[src/rtl/sleep_req_resolver.sv]
module sleep_req_resolver #(
  parameter int ADDR_W   = 16,
  parameter int ST_W     = 4,
  parameter int SUB_W    = 4,
  parameter int IO_STATE = 6
) (
  input  logic              clk,
  input  logic              rst_n,
  input  logic              wait_vld,
  input  logic [ST_W-1:0]   wait_state,
  input  logic [SUB_W-1:0]  wait_sub,
  input  logic              wait_brk,
  input  logic              io_rd_vld,
  input  logic [ADDR_W-1:0] io_addr,
  input  logic [ADDR_W-1:0] win_base,
  input  logic [ADDR_W-1:0] win_range,
  input  logic [(1<<ST_W)-1:0] supported,
  output logic              req_vld,
  output logic [ST_W-1:0]   req_state,
  output logic [SUB_W-1:0]  req_sub,
  output logic              req_brk,
  output logic              io_pass
);
  localparam int NST = 1 << ST_W;
  localparam logic [ST_W-1:0] IO_HINT = ST_W'(IO_STATE);

  logic [ADDR_W:0] win_end;
  logic            in_win, io_take;
  logic [ST_W-1:0] hint, up_st, top_st, clip_st;
  logic            up_hit;

  assign win_end = {1'b0, win_base} + {1'b0, win_range};
  assign in_win  = (io_addr >= win_base) && ({1'b0, io_addr} < win_end);
  assign io_take = io_rd_vld && in_win && !wait_vld;
  assign hint    = wait_vld ? wait_state : IO_HINT;

  always_comb begin
    up_st  = '0;
    up_hit = 1'b0;
    top_st = '0;
    for (int i = NST-1; i >= 0; i--)
      if (supported[i] && (ST_W'(i) >= hint)) begin
        up_st  = ST_W'(i);
        up_hit = 1'b1;
      end
    for (int i = 0; i < NST; i++)
      if (supported[i]) top_st = ST_W'(i);
  end

  assign clip_st = up_hit ? up_st : top_st;

  always_ff @(posedge clk) begin
    if (!rst_n) begin
      req_vld   <= 1'b0;
      req_state <= '0;
      req_sub   <= '0;
      req_brk   <= 1'b0;
      io_pass   <= 1'b0;
    end else begin
      req_vld <= wait_vld || io_take;
      io_pass <= io_rd_vld && !in_win;
      if (wait_vld || io_take) begin
        req_state <= clip_st;
        req_sub   <= wait_vld ? wait_sub : '0;
        req_brk   <= wait_vld ? wait_brk : 1'b1;
      end
    end
  end
endmodule

[config.mk]
export PLATFORM = sky130hd
export DESIGN_NAME = sleep_req_resolver
export DESIGN_NICKNAME = d
export VERILOG_FILES = /design/src/rtl/sleep_req_resolver.sv
export SDC_FILE = /design/constraint.sdc
export NUM_CORES = 1
export LEC_CHECK = 0
export BUFFER_PORTS_ARGS = -buffer_cell sky130_fd_sc_hd__buf_2
export CAP_MARGIN = 10
export CORE_AREA = 5 5 73 75
export CTS_BUF_LIST = sky130_fd_sc_hd__clkbuf_4 sky130_fd_sc_hd__clkbuf_8
export DETAILED_ROUTE_END_ITERATION = 6
export DIE_AREA = 0 0 78 80
export GPL_ROUTABILITY_DRIVEN = 1
export PLACE_DENSITY = 0.95
export SYNTH_ARGS = -nofsm -noshare
export SYNTH_HDL_FRONTEND = slang
export SYNTH_SLANG_ARGS = --single-unit
[constraint.sdc]
create_clock -name clk -period 6.5 [get_ports clk]
set_input_delay 0.975 -clock clk [delete_from_list [all_inputs] [get_ports clk]]
set_output_delay 0.975 -clock clk [all_outputs]
set_load 0.01 [all_outputs]
==> flow_summary.json <==
{
  "holdPathEnd": "req_sub[3]",
  "nets": 538,
  "r2r_cells": 2,
  "grt_pass1_vias": 2565,
  "p_seq_share_pct": 20.3,
  "synth_area_leader_cell": "ha_1",
  "clk-insertion-delay-late_ns": 0.24,
  "hold_viol": 0,
  "grt_use_met2_pct": 33.47,
  "grt_max_degree": 22,
  "fin_crit_ns": 4.682,
  "reg2reg_slack_ns": 5.87,
  "synth_compound_area_share_pct": 32.09,
  "setup_tns_ns": 0,
  "reg2reg_to": "req_state[0]",
  "port_buffers": 87,
  "postSynthCellCount": 330,
  "power_density_nw_per_um2": 127.6,
  "max_slew_margin_pct": 70.52,
  "cts-htree-levels": 1,
  "synthSimpleGateAreaFrac_pct": 22.21,
  "worstMarginPinSlew_ns": 0.4311,
  "pwr-share-comb_pct": 60.5,
  "dr.pass1.iters": 5,
  "ys_seq_elements": 11,
  "die_h_um": 80,
  "antenna_cells": 0,
  "dr_total_vias": 2740,
  "min_period_over_period_pct": 72.03,
  "via_per_inst": 5.880,
  "grt_pass1_wl_um": 10660,
  "max_freq_mhz": 213.6,
  "cp.required_ns": 6.68,
  "cts_buffer_depth": 2,
  "top_usage_layer": "met2",
  "cap_viol_max_count": 0,
  "fill_cells": 395,
  "hold_buffers": 0,
  "drt_iter0_drc": 208,
  "cts_num_sinks": 11,
  "synth-edff-count": 0,
  "postCtsSetupRepairBufs": 0,
  "use_met1_pct": 26.13,
  "setup.worst_path.start_class": "input pin",
  "setup_viol": 0,
  "irDropWorstVdd_v": 0.00005809,
  "syn_to_final_growth_pct": 20.06,
  "met3_usage_pct": 3.047,
  "gp_congestion": 0.9240,
  "synth_top_family_by_area": "compound AO/OA/AOI/OAI gates",
  "multiInputGateArea_um2": 2051,
  "die-area_um2": 6240,
  "grt_usage_pct": 20.07,
  "p_int_mw": 0.2239,
  "hpwlAfterDp_um": 5501,
  "synthFlopType": "dfxtp_1",
  "holdCritStartpoint": "req_sub[3]",
  "switching_share_pct": 40.20,
  "cts_tree": "done",
  "clkPwrFrac_pct": 19.2,
  "yosysSeqAreaShare_pct": 9.007,
  "synth_top_area_share_pct": 24.05,
  "antenna_found_initial": 1,
  "synth.distinct_cells": 64,
  "synth_area_um2": 2445,
  "cts_made_buffers": 3,
  "wirelength_um": 6488,
  "syn_avg_cell_area_um2": 7.409,
  "status": "finished, final reports clean",
  "wl_per_cell_um": 13.92,
  "synth.area.mux_share_pct": 0.4094,
  "final_cells": 466,
  "crit_arrival_ns": 4.87,
  "cp_max_fo": 9,
  "dp.cells": 462,
  "ioPinCount": 88,
  "async_flop_share_pct": 0,
  "root_buffer": "clkbuf_8",
  "yosysWarnings": 0,
  "synthTopCellsByArea": "ha_1, dfxtp_1, a21oi_1",
  "drc": 0,
  "reg2reg_from": "req_state[0]",
  "slew_viol_final": 0,
  "power_switching_mw": 0.1505,
  "core-area_um2": 4598,
  "overflow": 0,
  "start_util_pct": 53.17,
  "post_cts_resized": 0,
  "synth_xor_area_share_pct": 4.299,
  "hold_path.class": "flop to flop",
  "ant_nets": 0,
  "leakage_nw": 1.491,
  "path_class": "input pin to flop",
  "rsz0062_at_grt": "false",
  "final_layout_size_suffix_gt1_share_pct": 25.24,
  "whs_path_depth": 2,
  "synth_fa_ha_area_share_pct": 24.87,
  "worstSetupEndpointType": "flop",
  "regArea_um2": 220.2,
  "clk_pin_slew_worst_paths_ns": 0.05,
  "finClkSkew_ns": 0,
  "hold-worst-slack_ns": 0.4474,
  "rows": 25,
  "synth_nets": 455,
  "die_w_um": 78
}
-- cell usage in the layout (no fill, tap or decap), types with 2 or more instances in the layout --
cell type	Yosys	layout
inv_1	30	30
o21a_1	4	4
a2111oi_0	2	2
and2_1	5	5
nor2_1	18	18
a21oi_1	29	29
nor3_1	6	6
nand2b_1	3	3
nand3_1	10	10
clkbuf_8	0	3
nand2_1	27	27
xnor2_1	4	4
o21ai_1	10	10
o31ai_1	3	3
a22oi_1	4	4
a31oi_1	3	3
ha_1	47	47
or3_1	2	2
a21boi_0	2	2
nand3b_1	2	2
and4_1	2	2
or4_1	2	2
xor2_1	8	8
o22ai_1	4	4
or2_2	3	3
a21oi_2	2	2
buf_2	1	87
nor2b_1	7	7
o21bai_1	4	4
nand4_1	5	5
a311oi_1	2	2
nor4_1	2	2
o21ai_0	18	18
a21o_1	5	5
dfxtp_1	11	11
a211o_1	4	4
a211oi_1	5	5
o221ai_1	2	2
-- area by class of cell --
type | instances | area share [%]
Multi-Input combinational cell | 280 | 69.86
Sequential cell | 11 | 7.502
Clock buffer | 4 | 1.662
Tap cell | 54 | 2.302
Inverter | 30 | 3.836
Timing Repair Buffer | 87 | 14.83
-- sequential cells by signal, indices dropped and copies added (netlist names) --
register and cells:
io_pass 1, req_brk 1, req_state 4, req_sub 4
req_vld 1
-- stage by stage --
step                power (mW)  instance area (um2)  setup slack, ns  utilization (%)
floorplan               0.2332                 2445            2.120                -
global placement        0.2929                 2887            1.762            62.78
detailed placement      0.3014                 2887            1.585            62.78
CTS                     0.3752                 2935            1.831            63.84
global route            0.4098                 2935            1.443            63.84
finish                  0.3744                 2935            1.818            63.84
-- cells by family after synthesis --
| logic type | Yosys count |
|---|---|
| adder cells (fa/ha/maj) | 48 |
| multiplexers | 1 |
| buffers and inverters | 39 |
| AO/OA/AOI/OAI | 118 |
| XOR/XNOR | 12 |
| AND/OR/NAND/NOR | 101 |
| flip-flops | 11 |
-- worst max-delay path by stage --
stage | from | to | slack [ns] | cells past startpoint
floorplan | win_base[0] | req_state[3] | 2.12 | 17
global placement | win_base[0] | req_brk | 1.76 | 17
detailed placement | win_base[0] | req_brk | 1.59 | 17
CTS | win_base[0] | req_brk | 1.83 | 17
global route | win_base[0] | req_state[3] | 1.44 | 17
finish | win_base[0] | req_brk | 1.82 | 17
-- cells in the mapped netlist, types with 5 or more instances --
cell / n
a211oi_1: 5
a21o_1: 5
a21oi_1: 29
and2_1: 5
dfxtp_1: 11
ha_1: 47
inv_1: 30
nand2_1: 27
nand3_1: 10
nand4_1: 5
nor2_1: 18
nor2b_1: 7
nor3_1: 6
o21ai_0: 18
o21ai_1: 10
xor2_1: 8
-- critical path, stage by stage --
cell      delay [ns]
buf_2           0.11
ha_1            0.24
fa_1            0.44
a211o_1         0.28
o211ai_1        0.17
a211oi_1        0.15
nor3_1          0.28
o21ai_0         0.18
xnor2_1         0.15
ha_1            0.30
a22oi_1         0.18
nand3b_1        0.10
a211oi_1        0.18
o31ai_1         0.13
a311oi_2        0.41
or2_1           0.33
o221a_1         0.23
-- power by group through the flow --
stage | sequential, mW | clock, mW | combinational (mW)
floorplan | 0.0801 | 0 | 0.153
global placement | 0.0772 | 0 | 0.216
detailed placement | 0.0774 | 0 | 0.224
CTS | 0.0762 | 0.0734 | 0.226
global route | 0.0768 | 0.0776 | 0.255
finish | 0.0762 | 0.0717 | 0.227
-- layer usage --
| layer | vias up | routed length (um) |
|---|---|---|
| li1 | 1395 | - |
| met4 | 2 | 110 |
| met5 | - | 13 |
| met2 | 105 | 3089 |
| met3 | 15 | 502 |
| met1 | 1223 | 2772 |
(Power assumes the default switching activity.)
